## config.mk

```make
export PLATFORM = sky130hd
export DESIGN_NAME = serial_tx_engine
export DESIGN_NICKNAME = d
export VERILOG_FILES = /design/src/rtl/uart_tx_pkg.sv /design/src/rtl/uart_tx_fifo.sv /design/src/rtl/uart_tx_shifter.sv /design/src/rtl/serial_tx_engine.sv
export SDC_FILE = /design/constraint.sdc
export NUM_CORES = 1
export LEC_CHECK = 0
export BUFFER_PORTS_ARGS = -buffer_cell sky130_fd_sc_hd__clkbuf_2
export CAP_MARGIN = 20
export CORE_MARGIN = 3
export CORE_UTILIZATION = 60
export CTS_BUF_LIST = sky130_fd_sc_hd__clkbuf_16
export CTS_CLUSTER_DIAMETER = 100
export CTS_CLUSTER_SIZE = 10
export DETAILED_ROUTE_END_ITERATION = 8
export PLACE_DENSITY = 0.85
export SLEW_MARGIN = 20
export SYNTH_ARGS = -nofsm -noshare
export SYNTH_HDL_FRONTEND = slang
export SYNTH_SLANG_ARGS = --single-unit
```

## constraint.sdc

```tcl
create_clock -name clk -period 4.2 [get_ports clk]
set_input_delay 0.21 -clock clk [delete_from_list [all_inputs] [get_ports clk]]
set_output_delay 0.21 -clock clk [all_outputs]
set_load 0.005 [all_outputs]
```

## src/rtl/uart_tx_pkg.sv

```systemverilog
// Shared types and helpers for the serial transmit channel.
// Assumes characters are at most 8 bits wide.
package uart_tx_pkg;

    localparam int DATA_W = 8;

    typedef enum logic [2:0] {
        ST_IDLE,
        ST_START,
        ST_DATA,
        ST_PARITY,
        ST_STOP
    } tx_state_e;

    typedef struct packed {
        logic [1:0] len_code;
        logic       par_en;
        logic       par_odd;
        logic       stop_long;
    } tx_fmt_t;

    // Number of data bits for a length code (0..3 -> 5..8).
    function automatic logic [3:0] data_bits(input logic [1:0] code);
        return 4'd5 + {2'b00, code};
    endfunction

    // Mask keeping only the data bits that a length code sends.
    function automatic logic [DATA_W-1:0] data_mask(input logic [1:0] code);
        return 8'hFF >> (2'd3 - code);
    endfunction

endpackage

```

## src/rtl/uart_tx_fifo.sv

```systemverilog
// Byte queue for the transmit channel: first in, first out, with a
// combinational read port. A write while full is dropped; reads are
// only issued by the serialiser when the queue is not empty.
module uart_tx_fifo #(
    parameter int DEPTH = 16,
    parameter int WIDTH = 8
) (
    input  logic             clk,
    input  logic             rst_n,
    input  logic             wr_en,
    input  logic [WIDTH-1:0] wr_data,
    input  logic             rd_en,
    output logic [WIDTH-1:0] rd_data,
    output logic             empty,
    output logic             full
);
    localparam int AW   = (DEPTH > 1) ? $clog2(DEPTH) : 1;
    localparam int CNTW = $clog2(DEPTH + 1);
    localparam logic [AW-1:0]   LAST_IDX  = AW'(DEPTH - 1);
    localparam logic [CNTW-1:0] FULL_CNT  = CNTW'(DEPTH);

    logic [WIDTH-1:0] mem [DEPTH];
    logic [AW-1:0]    wr_ptr;
    logic [AW-1:0]    rd_ptr;
    logic [CNTW-1:0]  count;
    logic             do_wr;
    logic             do_rd;

    assign full    = (count == FULL_CNT);
    assign empty   = (count == '0);
    assign do_wr   = wr_en && !full;
    assign do_rd   = rd_en && !empty;
    assign rd_data = mem[rd_ptr];

    // Store an accepted byte; storage itself needs no reset.
    always_ff @(posedge clk) begin
        if (do_wr) begin
            mem[wr_ptr] <= wr_data;
        end
    end

    // Advance pointers and occupancy on accepted writes and reads.
    always_ff @(posedge clk) begin
        if (!rst_n) begin
            wr_ptr <= '0;
            rd_ptr <= '0;
            count  <= '0;
        end else begin
            if (do_wr) begin
                wr_ptr <= (wr_ptr == LAST_IDX) ? '0 : wr_ptr + 1'b1;
            end
            if (do_rd) begin
                rd_ptr <= (rd_ptr == LAST_IDX) ? '0 : rd_ptr + 1'b1;
            end
            case ({do_wr, do_rd})
                2'b10:   count <= count + 1'b1;
                2'b01:   count <= count - 1'b1;
                default: count <= count;
            endcase
        end
    end

    // A dropped push leaves the queue full and its occupancy unchanged.
    p_no_overflow_r8: assert property (@(posedge clk) disable iff (!rst_n)
        (full && wr_en && !rd_en) |=> (full && $stable(wr_ptr)));

    // The serialiser never pops an empty queue.
    p_pop_nonempty_r6: assert property (@(posedge clk) disable iff (!rst_n)
        rd_en |-> !empty);

    // Occupancy never exceeds the depth.
    p_count_bound_r6: assert property (@(posedge clk) disable iff (!rst_n)
        count <= FULL_CNT);

endmodule

```

## src/rtl/uart_tx_shifter.sv

```systemverilog
// Character serialiser. It loads one byte from the queue when idle and
// sends start, data (LSB first), optional parity and stop. Each phase is
// timed in oversampling strobes. The format is captured at load, so
// changes during a character take effect on the next one.
module uart_tx_shifter
    import uart_tx_pkg::*;
#(
    parameter int TICKS_PER_BIT = 16
) (
    input  logic              clk,
    input  logic              rst_n,
    input  logic              baud_tick,
    input  tx_fmt_t           fmt,
    input  logic              src_valid,
    input  logic [DATA_W-1:0] src_data,
    output logic              src_pop,
    output logic              line_bit,
    output logic              busy
);
    localparam int CW = $clog2(2 * TICKS_PER_BIT);
    localparam logic [CW-1:0] LIM_BIT   = CW'(TICKS_PER_BIT - 1);
    localparam logic [CW-1:0] LIM_HALF3 = CW'(TICKS_PER_BIT + TICKS_PER_BIT / 2 - 1);
    localparam logic [CW-1:0] LIM_TWO   = CW'(2 * TICKS_PER_BIT - 1);

    tx_state_e         state;
    logic [CW-1:0]     cnt;
    logic [CW-1:0]     limit;
    logic [DATA_W-1:0] shreg;
    logic [3:0]        bit_idx;
    tx_fmt_t           fmt_q;
    logic              par_q;
    logic              bit_done;
    logic [DATA_W-1:0] masked;

    assign masked   = src_data & data_mask(fmt.len_code);
    assign src_pop  = (state == ST_IDLE) && src_valid;
    assign busy     = (state != ST_IDLE);
    assign bit_done = baud_tick && (cnt == limit);

    // Select the strobe count that ends the current phase.
    always_comb begin
        limit = LIM_BIT;
        if (state == ST_STOP && fmt_q.stop_long) begin
            limit = (fmt_q.len_code == 2'd0) ? LIM_HALF3 : LIM_TWO;
        end
    end

    // Drive the line level for the current phase.
    always_comb begin
        case (state)
            ST_START:  line_bit = 1'b0;
            ST_DATA:   line_bit = shreg[0];
            ST_PARITY: line_bit = par_q;
            default:   line_bit = 1'b1;
        endcase
    end

    // Phase sequencing, strobe counting and data shifting.
    always_ff @(posedge clk) begin
        if (!rst_n) begin
            state   <= ST_IDLE;
            cnt     <= '0;
            shreg   <= '0;
            bit_idx <= '0;
            fmt_q   <= '0;
            par_q   <= 1'b0;
        end else if (state == ST_IDLE) begin
            if (src_valid) begin
                shreg   <= masked;
                fmt_q   <= fmt;
                par_q   <= (^masked) ^ fmt.par_odd;
                cnt     <= '0;
                bit_idx <= '0;
                state   <= ST_START;
            end
        end else if (baud_tick) begin
            if (cnt == limit) begin
                cnt <= '0;
                case (state)
                    ST_START: state <= ST_DATA;
                    ST_DATA: begin
                        shreg   <= shreg >> 1;
                        bit_idx <= bit_idx + 1'b1;
                        if (bit_idx == data_bits(fmt_q.len_code) - 4'd1) begin
                            state <= fmt_q.par_en ? ST_PARITY : ST_STOP;
                        end
                    end
                    ST_PARITY: state <= ST_STOP;
                    default:   state <= ST_IDLE;
                endcase
            end else begin
                cnt <= cnt + 1'b1;
            end
        end
    end

    // Without a strobe a character in progress holds its phase and count.
    p_tick_gate_r5: assert property (@(posedge clk) disable iff (!rst_n)
        (state != ST_IDLE && !baud_tick) |=> ($stable(state) && $stable(cnt)));

    // The data phase never runs past the configured bit count.
    p_data_len_r2: assert property (@(posedge clk) disable iff (!rst_n)
        (state == ST_DATA && bit_done) |-> (bit_idx < data_bits(fmt_q.len_code)));

    // A finished stop period always returns to idle.
    p_stop_end_r4: assert property (@(posedge clk) disable iff (!rst_n)
        (state == ST_STOP && bit_done) |=> (state == ST_IDLE));

endmodule

```

## src/rtl/serial_tx_engine.sv

```systemverilog
// Top of the serial transmit channel: byte queue, serialiser and the
// break override on the line. Assumes baud_tick is a one-cycle strobe
// at 16 times the bit rate and that the format is stable between characters.
module serial_tx_engine
    import uart_tx_pkg::*;
#(
    parameter int FIFO_DEPTH    = 16,
    parameter int TICKS_PER_BIT = 16
) (
    input  logic       clk,
    input  logic       rst_n,
    input  logic       push_valid,
    input  logic [7:0] push_data,
    input  logic       baud_tick,
    input  logic [1:0] fmt_len,
    input  logic       fmt_par_en,
    input  logic       fmt_par_odd,
    input  logic       fmt_stop_long,
    input  logic       line_break,
    output logic       txd,
    output logic       tx_ready,
    output logic       fifo_empty,
    output logic       shifter_empty
);
    tx_fmt_t           fmt;
    logic [DATA_W-1:0] q_data;
    logic              q_full;
    logic              q_pop;
    logic              line_bit;
    logic              sh_busy;

    assign fmt = '{len_code: fmt_len, par_en: fmt_par_en,
                   par_odd: fmt_par_odd, stop_long: fmt_stop_long};

    uart_tx_fifo #(
        .DEPTH (FIFO_DEPTH),
        .WIDTH (DATA_W)
    ) u_fifo (
        .clk     (clk),
        .rst_n   (rst_n),
        .wr_en   (push_valid),
        .wr_data (push_data),
        .rd_en   (q_pop),
        .rd_data (q_data),
        .empty   (fifo_empty),
        .full    (q_full)
    );

    uart_tx_shifter #(
        .TICKS_PER_BIT (TICKS_PER_BIT)
    ) u_shift (
        .clk       (clk),
        .rst_n     (rst_n),
        .baud_tick (baud_tick),
        .fmt       (fmt),
        .src_valid (!fifo_empty),
        .src_data  (q_data),
        .src_pop   (q_pop),
        .line_bit  (line_bit),
        .busy      (sh_busy)
    );

    // Break overrides the serialiser's line level.
    assign txd           = line_bit && !line_break;
    assign tx_ready      = !q_full;
    assign shifter_empty = !sh_busy;

    // The queue only drains into a serialiser that becomes busy.
    p_empty_order_r9: assert property (@(posedge clk) disable iff (!rst_n)
        $rose(fifo_empty) |-> !shifter_empty);

endmodule

```

==> results_dict.tcl, run 1 <==
set metrics [dict create \
    synth_common_cells "edfxtp_1, nand2_1, dfxtp_1, nor2_1, mux4_2" \
    wirelength_microns 14100 \
    cpPeakStageDelay_ns 0.55 \
    synth-edff-count 128 \
    layout.area.seq_sq_mm 0.00469 \
    synth.distinct_cells 48 \
    critical_path_class "register to register" \
    worst-path-buf-inv 2 \
    clk_path_buf_depth 2 \
    syn_area_sq_mm 0.00713 \
    tritoncts "built" \
    grt_max_degree 26 \
    critPathLaunch "u_shift.state[2]$_SDFFE_PN0P_" \
    status "completed" \
    relSlewSlack 0.366 \
    fin_util 0.682 \
    slowest_stage "or3_1" \
    syn_area_per_cell_sq_um 14.6 \
    drt_iter0_markers 361 \
    vias 4101 \
    irDropWorstVdd_mv 0.526 \
    area_growth_syn_to_layout_pct 10.2 \
    cts_resized 0 \
    first_pass_iters 5 \
    placedCellCount 634 \
    cts_hold_buf 0 \
    skew_ns 0.0102 \
    period_needed_ns 3.60 \
    fin_hold_ws_ns 0.0298 \
    synth_compound_area_frac 0.0553 \
    worst_slew_pin_slew_ns 0.947 \
    wl_per_cell_microns 21.1 \
    n_fill_cell 735 \
    setup_tns_ns 0 \
    finalMaxSlewViolations 0 \
    yosys.area.top_type_share 0.539 \
    synth_top_family_by_area "multiplexers" \
    synth_most_common_cell "edfxtp_1" \
    multi_input_area_sq_mm 0.00227 \
    antenna_cells 0 \
    ant_nets 0 \
    fin_nets 538 \
    powerDensity_mw_per_mm2 609 \
    path_clk_slew_ns 0.06 \
    maxCapViolations 0 \
    timing.critical_path.from_type "register" \
    fin_crit_sh 0.856 \
    async_reset_ff_frac 0 \
    instances_no_fill 666 \
    crit_arrival_ns 3.91 \
    core.rowCount 39 \
    crit_required_ns 4.52 \
    cts_buffers 17 \
    synth.top_cells.by_area "edfxtp_1, dfxtp_1, mux4_2, nand2_1, nor2_1" \
    antenna_found_initial 0 \
    synth-xor-area-share 0.0311 \
    setup_viol 0 \
    viasPerCell 6.16 \
    root_buffer "clkbuf_16" \
    fmax_mhz 278 \
    htree_levels 4 \
    syn-num-nets 515 \
    postLayoutSetupSlackWorst_ns 0.605 \
    dieWidth_microns 115 \
    end_kind "register" \
    crit_family "simple AND/OR/NAND/NOR gates" \
    synth_area_leader_cell "edfxtp_1" \
    path_cells "or3_1 > inv_1 > nand2b_1 > inv_2 > ha_1 > xor2_1 > ha_1 > a21oi_1 > nor2b_1 > o21ai_0 > a21oi_1 > o21bai_1 > xnor2_1 > and2_1" \
    place.port_buffers 21 \
    finalHoldViolations 0 \
    synth_cells 487 \
    yosys_most_used_dff "edfxtp_1" \
    die_area_sq_mm 0.0132 \
    gp_congestion 0.862 \
    synth-seq-cells 170 \
    static-leakage-power_nw 2.65 \
    ios 22 \
    rsz0062_at_grt "no" \
    start_util 0.619 \
    numClockSinks 170 \
    muxShareOfSynthArea 0.108 \
    hold_class "primary input to register" \
    hp-start "fmt_stop_long" \
    synth-simple-area-share 0.107 \
    crit_fanout 13 \
    dp_hpwl_microns 9100 \
    yosysWarnings 0 \
    drive_gt1_frac 0.180 \
    grt-ovfl-total 0 \
    r2r-start "u_shift.state[2]$_SDFFE_PN0P_" \
    post_cts_buffers 0 \
    post-route-drc-count 0 \
    grt_first_pass_wirelength_microns 22300 \
    grt_util_all_layers 0.231 \
    die_h_microns 115 \
    coreArea_sq_mm 0.0115 \
    synthAdderAreaFrac 0.0176 \
    worstSkewPairLatency_ns 0.43 \
    pre_cts_ws_ns 0.644 \
    grt_pass1_vias 4276 \
    seq_area_frac_synth 0.657 \
]
## worst min-delay path: stages
cell      delay (ns)
clkbuf_2        0.08
nand2_1         0.04
a21boi_0        0.07
## logic make-up after synthesis
logic type      after synthesis
compound gates               59
mux                          34
xor+xnor                     22
simple gates                160
buf+inv                      32
flops                       170
fa+ha+maj                    10
## power breakdown
group,internal (W),switching (W),total (W)
sequential,0.00193,0.000156,0.00209
combinational,0.000608,0.000685,0.00129
clock,0.000756,0.000650,0.00141
total,0.00329,0.00149,0.00479
## path summary, 6_finish.rpt
check	slack, ns	cells past startpoint	to
hold / removal	0.03	3	u_shift.fmt_q[0]$_SDFFE_PN0P_
hold reg to reg	0.48	2	u_shift.shreg[0]$_SDFFE_PN0P_
setup reg to reg	0.60	14	u_fifo.count[4]$_SDFFE_PN0P_
setup / recovery	0.60	14	u_fifo.count[4]$_SDFFE_PN0P_
## metrics by stage
step	total power, W	cell area [sq um]
after global placement	0.00335	7330
after floorplan	0.00313	7130
after global routing	0.00503	7860
after detailed placement	0.00340	7330
final	0.00479	7860
after CTS	0.00481	7860
## flip-flops by register name, indices dropped and copies added (netlist names), named ones only
name	cells
u_fifo.count	5
u_fifo.mem	128
u_fifo.rd_ptr	4
u_fifo.wr_ptr	4
u_shift.bit_idx	4
u_shift.cnt	5
u_shift.fmt_q	4
u_shift.par_q	1
u_shift.shreg	8
u_shift.state	3
## final cells by class
cell class	count	area share
multi-input cells	285	0.289
inverters	8	0.00382
clock inverters	15	0.0132
well taps	143	0.0228
clock buffers	17	0.0542
flip-flops and latches	170	0.597
repair buffers	28	0.0201
## layout by cell type, fill, tap and decap left out, types with 3 or more instances in the layout
master       n
nor3_1       6
o21ai_0      9
nand3_1     18
o21a_1       4
nand2b_1     5
nor2b_1     14
nand2_1     52
mux4_2      28
mux4_1       5
inv_6        3
clkbuf_2    21
a311oi_1     8
buf_4        7
edfxtp_1   128
clkinv_4     3
and2_1       7
ha_1        10
xnor2_1      8
inv_1        9
dfxtp_1     41
clkbuf_16   17
a22oi_1      8
nand4_1      4
xor2_1      11
a21boi_0     7
a21oi_1     14
nor2_1      41
## layer usage
layer,routed length [microns],up-vias,global-route usage
li1,-,1883,-
met4,313,0,0.0923
met5,0,-,0
met2,7170,145,0.377
met3,850,26,0.0658
met1,5740,2047,0.295
No activity file was read; power rests on OpenSTA's default activity.
==> inputs of run 2 (changes only) <==
ABC_AREA = 1   (was unset)
==> results_dict.tcl, run 2 <==
set metrics [dict create \
    start_util 0.615 \
    largest_reg_flops 128 \
    skew_ns 0.00862 \
    crit_arrival_ns 3.35 \
    ant_nets 0 \
    synth.top_cells.by_area "edfxtp_1, nand2_1, dfxtp_1, nand3_1, inv_1" \
    die_h_microns 120 \
    final_area_sq_mm 0.00850 \
    cts_resized 0 \
    internal_power_w 0.00329 \
    synth_common_cells "nand2_1, edfxtp_1, nand3_1, inv_1, nor2_1" \
    fin_crit_sh 0.712 \
    place.port_buffers 21 \
    crit_fanout 14 \
    wl_per_cell_microns 16.3 \
    seq_area_frac_synth 0.601 \
    clk_path_buf_depth 2 \
    seqPwrFrac 0.395 \
    crit_required_ns 4.56 \
    synth-seq-cells 170 \
    dieWidth_microns 120 \
    period_needed_ns 2.99 \
    timing.critical_path.from_type "register" \
    r2r_setup_slack_ns 1.21 \
    syn-num-nets 852 \
    yosys_most_used_dff "edfxtp_1" \
    hold_class "primary input to register" \
    synth_area_leader_cell "edfxtp_1" \
    synth-xor-area-share 0.0136 \
    powerDensity_mw_per_mm2 603 \
    finalMaxSlewViolations 0 \
    area_growth_syn_to_layout_pct 9.00 \
    fin_util 0.671 \
    async_reset_ff_frac 0 \
    syn_area_per_cell_sq_um 9.46 \
    layout_commonest_cell "nand2_1" \
    synth_cells 824 \
    setup_viol 0 \
    core.rowCount 41 \
    fin_nets 865 \
    worstSkewPairLatency_ns 0.43 \
    fin_hold_ws_ns 0.0803 \
    numClockSinks 170 \
    die_area_sq_mm 0.0144 \
    cts_buffers 17 \
    synth-edff-count 128 \
    postLayoutSetupSlackWorst_ns 1.21 \
    htree_levels 4 \
    path_clk_slew_ns 0.06 \
    wirelength_microns 16700 \
    top_regs "u_fifo.mem: 128 flops, u_shift.shreg: 8 flops" \
    coreArea_sq_mm 0.0127 \
    drt_iter0_markers 610 \
    postPlaceCellArea_sq_mm 0.00794 \
    fmax_mhz 335 \
    finalHoldViolations 0 \
    antenna_cells 0 \
    first_pass_iters 5 \
    rsz0062_at_grt "no" \
    synth_most_common_cell "nand2_1" \
    p_sw_w 0.00184 \
    synth_top_family_by_area "simple AND/OR/NAND/NOR gates" \
    root_buffer "clkbuf_16" \
    worst_slew_pin_slew_ns 0.845 \
    yosys.area.top_type_share 0.493 \
    grt-ovfl-total 0 \
    relSlewSlack 0.434 \
    grt_util_all_layers 0.242 \
    status "completed" \
    setup_tns_ns 0 \
    muxShareOfSynthArea 0 \
    drive_gt1_frac 0.0954 \
    synthAdderAreaFrac 0.0160 \
    layout_common_cells "nand2_1, edfxtp_1, nand3_1, inv_1, nor2_1" \
    gp_congestion 0.863 \
    grt_first_pass_wirelength_microns 26800 \
    irDropWorstVdd_mv 0.291 \
    grt_max_degree 68 \
    viasPerCell 5.58 \
    synth_compound_area_frac 0.0576 \
    synth-simple-area-share 0.243 \
    antenna_found_initial 0 \
    dp_hpwl_microns 10500 \
    n_fill_cell 941 \
    tritoncts "built" \
    cts_hold_buf 0 \
    netSwitchingFraction 0.359 \
    post_cts_buffers 0 \
    top_register "u_fifo.mem" \
    clock_power_share 0.285 \
    vias 5693 \
    static-leakage-power_nw 3.52 \
    ios 22 \
    post-route-drc-count 0 \
    end_kind "register" \
    grt_pass1_vias 5338 \
    maxCapViolations 0 \
    yosysWarnings 0 \
    syn_area_sq_mm 0.00780 \
    pre_cts_ws_ns 1.29 \
    critical_path_class "register to register" \
    synth.distinct_cells 46 \
    comb_power_share 0.321 \
]
run 2: cell families after synthesis:
kind of cell	count (synthesis)
buf+inv	117
xor+xnor	10
simple gates	442
compound gates	75
flops	170
fa+ha+maj	10
run 2: critical path: stages, from the launching register on:
cell	delay, ns
dfxtp_1	0.34
nor4_1	0.43
nand2_1	0.18
nand2_4	0.17
inv_1	0.15
ha_1	0.31
xor2_1	0.22
ha_1	0.17
inv_1	0.03
nand2_1	0.08
nand2_1	0.06
o21ai_0	0.23
o21ai_0	0.12
a21oi_1	0.18
o21ai_0	0.09
a21oi_1	0.15
run 2: final cells by class:
| cell class | instances | area [sq um] | share of cell area |
|---|---|---|---|
| Clock buffer | 17 | 425 | 0.0500 |
| Multi-Input combinational cell | 537 | 2580 | 0.303 |
| Clock inverter | 14 | 115 | 0.0135 |
| Tap cell | 172 | 215 | 0.0253 |
| Timing Repair Buffer | 25 | 148 | 0.0174 |
| Sequential cell | 170 | 4690 | 0.551 |
| Inverter | 86 | 335 | 0.0394 |
run 2: worst paths after layout:
kind | start | endpoint | depth (start not counted)
max | u_fifo.count[2]$_SDFFE_PN0P_ | u_fifo.count[4]$_SDFFE_PN0P_ | 15
min reg2reg | u_shift.shreg[7]$_SDFFE_PN0P_ | u_shift.shreg[7]$_SDFFE_PN0P_ | 2
min | baud_tick | u_shift.cnt[1]$_SDFFE_PN0P_ | 3
max reg2reg | u_fifo.count[2]$_SDFFE_PN0P_ | u_fifo.count[4]$_SDFFE_PN0P_ | 15
run 2: routing by layer:
metal / routed length [microns] / share of wire / global-route usage / vias to the layer above
li1: - / - / - / 2740
met1: 7150 / 0.43 / 0.327 / 2687
met2: 8160 / 0.49 / 0.392 / 232
met3: 1010 / 0.061 / 0.0391 / 34
met4: 347 / 0.021 / 0.101 / 0
met5: 0 / 0 / 0 / -
run 2: power groups by stage:
stage | Combinational (W) | Clock [W] | Sequential [W]
3_3_place_gp | 0.00154 | 0 | 0.00205
4_1_cts | 0.00161 | 0.00146 | 0.00202
6_report | 0.00164 | 0.00146 | 0.00202
5_1_grt | 0.00184 | 0.00154 | 0.00204
2_1_floorplan | 0.00132 | 0 | 0.00202
3_5_place_dp | 0.00159 | 0 | 0.00206
run 2: stage by stage:
step                instances  power (W)
floorplan                 824    0.00334
global placement          989    0.00359
detailed placement        989    0.00365
CTS                      1020    0.00510
global route             1021    0.00542
finish                   1021    0.00513
==> inputs of run 3 (changes only) <==
clock period = 3 ns   (was 4.2 ns; I/O delays follow)
==> results_dict.tcl, run 3 (synthesized netlist as in run 2, its figures left out) <==
set metrics [dict create \
    status "completed" \
    drt_iter0_markers 708 \
    skew_ns 0.00819 \
    worstSkewPairLatency_ns 0.43 \
    worst-path-buf-inv 2 \
    postPlaceCellArea_sq_mm 0.00796 \
    wl_met2_microns 7800 \
    first_pass_iters 5 \
    crit_required_ns 3.36 \
    numClockSinks 170 \
    top_register "u_fifo.mem" \
    core.rowCount 41 \
    dieWidth_microns 120 \
    fin_crit_sh 0.914 \
    cp.depth 15 \
    path_cells "nor4_2 > nand2_1 > nand2_4 > clkinvlp_4 > ha_2 > xor2_1 > ha_1 > inv_1 > nand2_1 > nand2_1 > o21ai_0 > o21ai_0 > a21oi_1 > o21ai_0 > a21oi_1" \
    start_util 0.615 \
    area_growth_syn_to_layout_pct 9.74 \
    place.port_buffers 21 \
    finalMaxSlewViolations 0 \
    met3_length_microns 1140 \
    static-leakage-power_nw 3.54 \
    grt_max_degree 68 \
    final_area_sq_mm 0.00856 \
    grt_first_pass_wirelength_microns 26400 \
    crit_fanout 14 \
    layout_common_cells "nand2_1, edfxtp_1, nand3_1, inv_1, nor2_1" \
    grt_pass1_vias 5295 \
    r2r_setup_slack_ns 0.26 \
    ant_nets 0 \
    wl_per_cell_microns 15.6 \
    path_clk_slew_ns 0.07 \
    vias 5627 \
    highest_layer "met4" \
    irDropWorstVdd_mv 0.579 \
    crit_family "simple AND/OR/NAND/NOR gates" \
    fmax_mhz 365 \
    top_regs "u_fifo.mem: 128 flops, u_shift.shreg: 8 flops" \
    fin_hold_ws_ns 0.0283 \
    coreArea_sq_mm 0.0127 \
    min_path_cells 3 \
    powerDensity_mw_per_mm2 841 \
    drive_gt1_frac 0.112 \
    grt-ovfl-total 0 \
    slowest_stage "dfxtp_1" \
    post-route-drc-count 0 \
    layout_commonest_cell "nand2_1" \
    cts_buffers 17 \
    wirelength_microns 16000 \
    antenna_found_initial 0 \
    fin_util 0.675 \
    hold_class "primary input to register" \
    cpPeakStageDelay_ns 0.36 \
    routedLengthMet1_microns 6780 \
    crit_arrival_ns 3.10 \
    period_needed_ns 2.74 \
    die_h_microns 120 \
    setup_viol 0 \
    finalHoldViolations 0 \
    reg2reg_depth 15 \
    pre_cts_ws_ns 0.131 \
    end_kind "register" \
    maxCapViolations 0 \
    postLayoutSetupSlackWorst_ns 0.257 \
    htree_levels 4 \
    tritoncts "built" \
    gp_congestion 0.829 \
    dp_hpwl_microns 10200 \
    worst_slew_pin_slew_ns 0.809 \
    clk_path_buf_depth 2 \
    die_area_sq_mm 0.0144 \
    instances_no_fill 1027 \
    root_buffer "clkbuf_16" \
    relSlewSlack 0.459 \
    viasPerCell 5.48 \
    ios 22 \
    timing.critical_path.from_type "register" \
    grt_util_all_layers 0.237 \
    critical_path_class "register to register" \
    fin_nets 870 \
    antenna_cells 0 \
    placedCellCount 992 \
    largest_reg_flops 128 \
]
## run 3: final timing paths
check	from	endpoint
min	baud_tick	u_shift.cnt[1]$_SDFFE_PN0P_
max	u_fifo.count[2]$_SDFFE_PN0P_	u_fifo.count[4]$_SDFFE_PN0P_
max reg2reg	u_fifo.count[2]$_SDFFE_PN0P_	u_fifo.count[4]$_SDFFE_PN0P_
min reg2reg	u_shift.shreg[7]$_SDFFE_PN0P_	u_shift.shreg[7]$_SDFFE_PN0P_
## run 3: power by group
| part | switching, W | internal, W |
|---|---|---|
| sequential | 0.000129 | 0.00270 |
| clock | 0.000910 | 0.00114 |
| combinational | 0.00158 | 0.000736 |
| total | 0.00262 | 0.00458 |
## run 3: final cells by class
type | instances | area (sq um)
Sequential cell | 170 | 4690
Fill cell | 929 | 4110
Multi-Input combinational cell | 537 | 2590
Clock buffer | 17 | 425
Inverter | 86 | 339
Tap cell | 172 | 215
Timing Repair Buffer | 30 | 175
Clock inverter | 15 | 125
## run 3: metal layers
layer  global-route usage  vias to the layer above
li1                     -                     2764
met1                0.321                     2610
met2                0.385                      220
met3               0.0467                       33
met4               0.0823                        0
met5                    0                        -
## run 3: metrics by stage
| stage | setup TNS, ns | total power, W |
|---|---|---|
| after floorplan | 0 | 0.00468 |
| after global placement | 0 | 0.00504 |
| after CTS | 0 | 0.00714 |
| final | 0 | 0.00720 |
| after global routing | -0.0283 | 0.00766 |
| after detailed placement | 0 | 0.00510 |
## run 3: timing repair
item,in CTS,in global routing
hold endpoints to repair,1,0
endpoints found under the setup margin,0,1
hold buffers,1,0
buffers inserted,0,2
gates resized for setup,0,4
## run 3: worst min-delay path, stage by stage
cell and delay [ns]:
clkbuf_2 0.11, nand3_1 0.09, a21oi_1 0.06
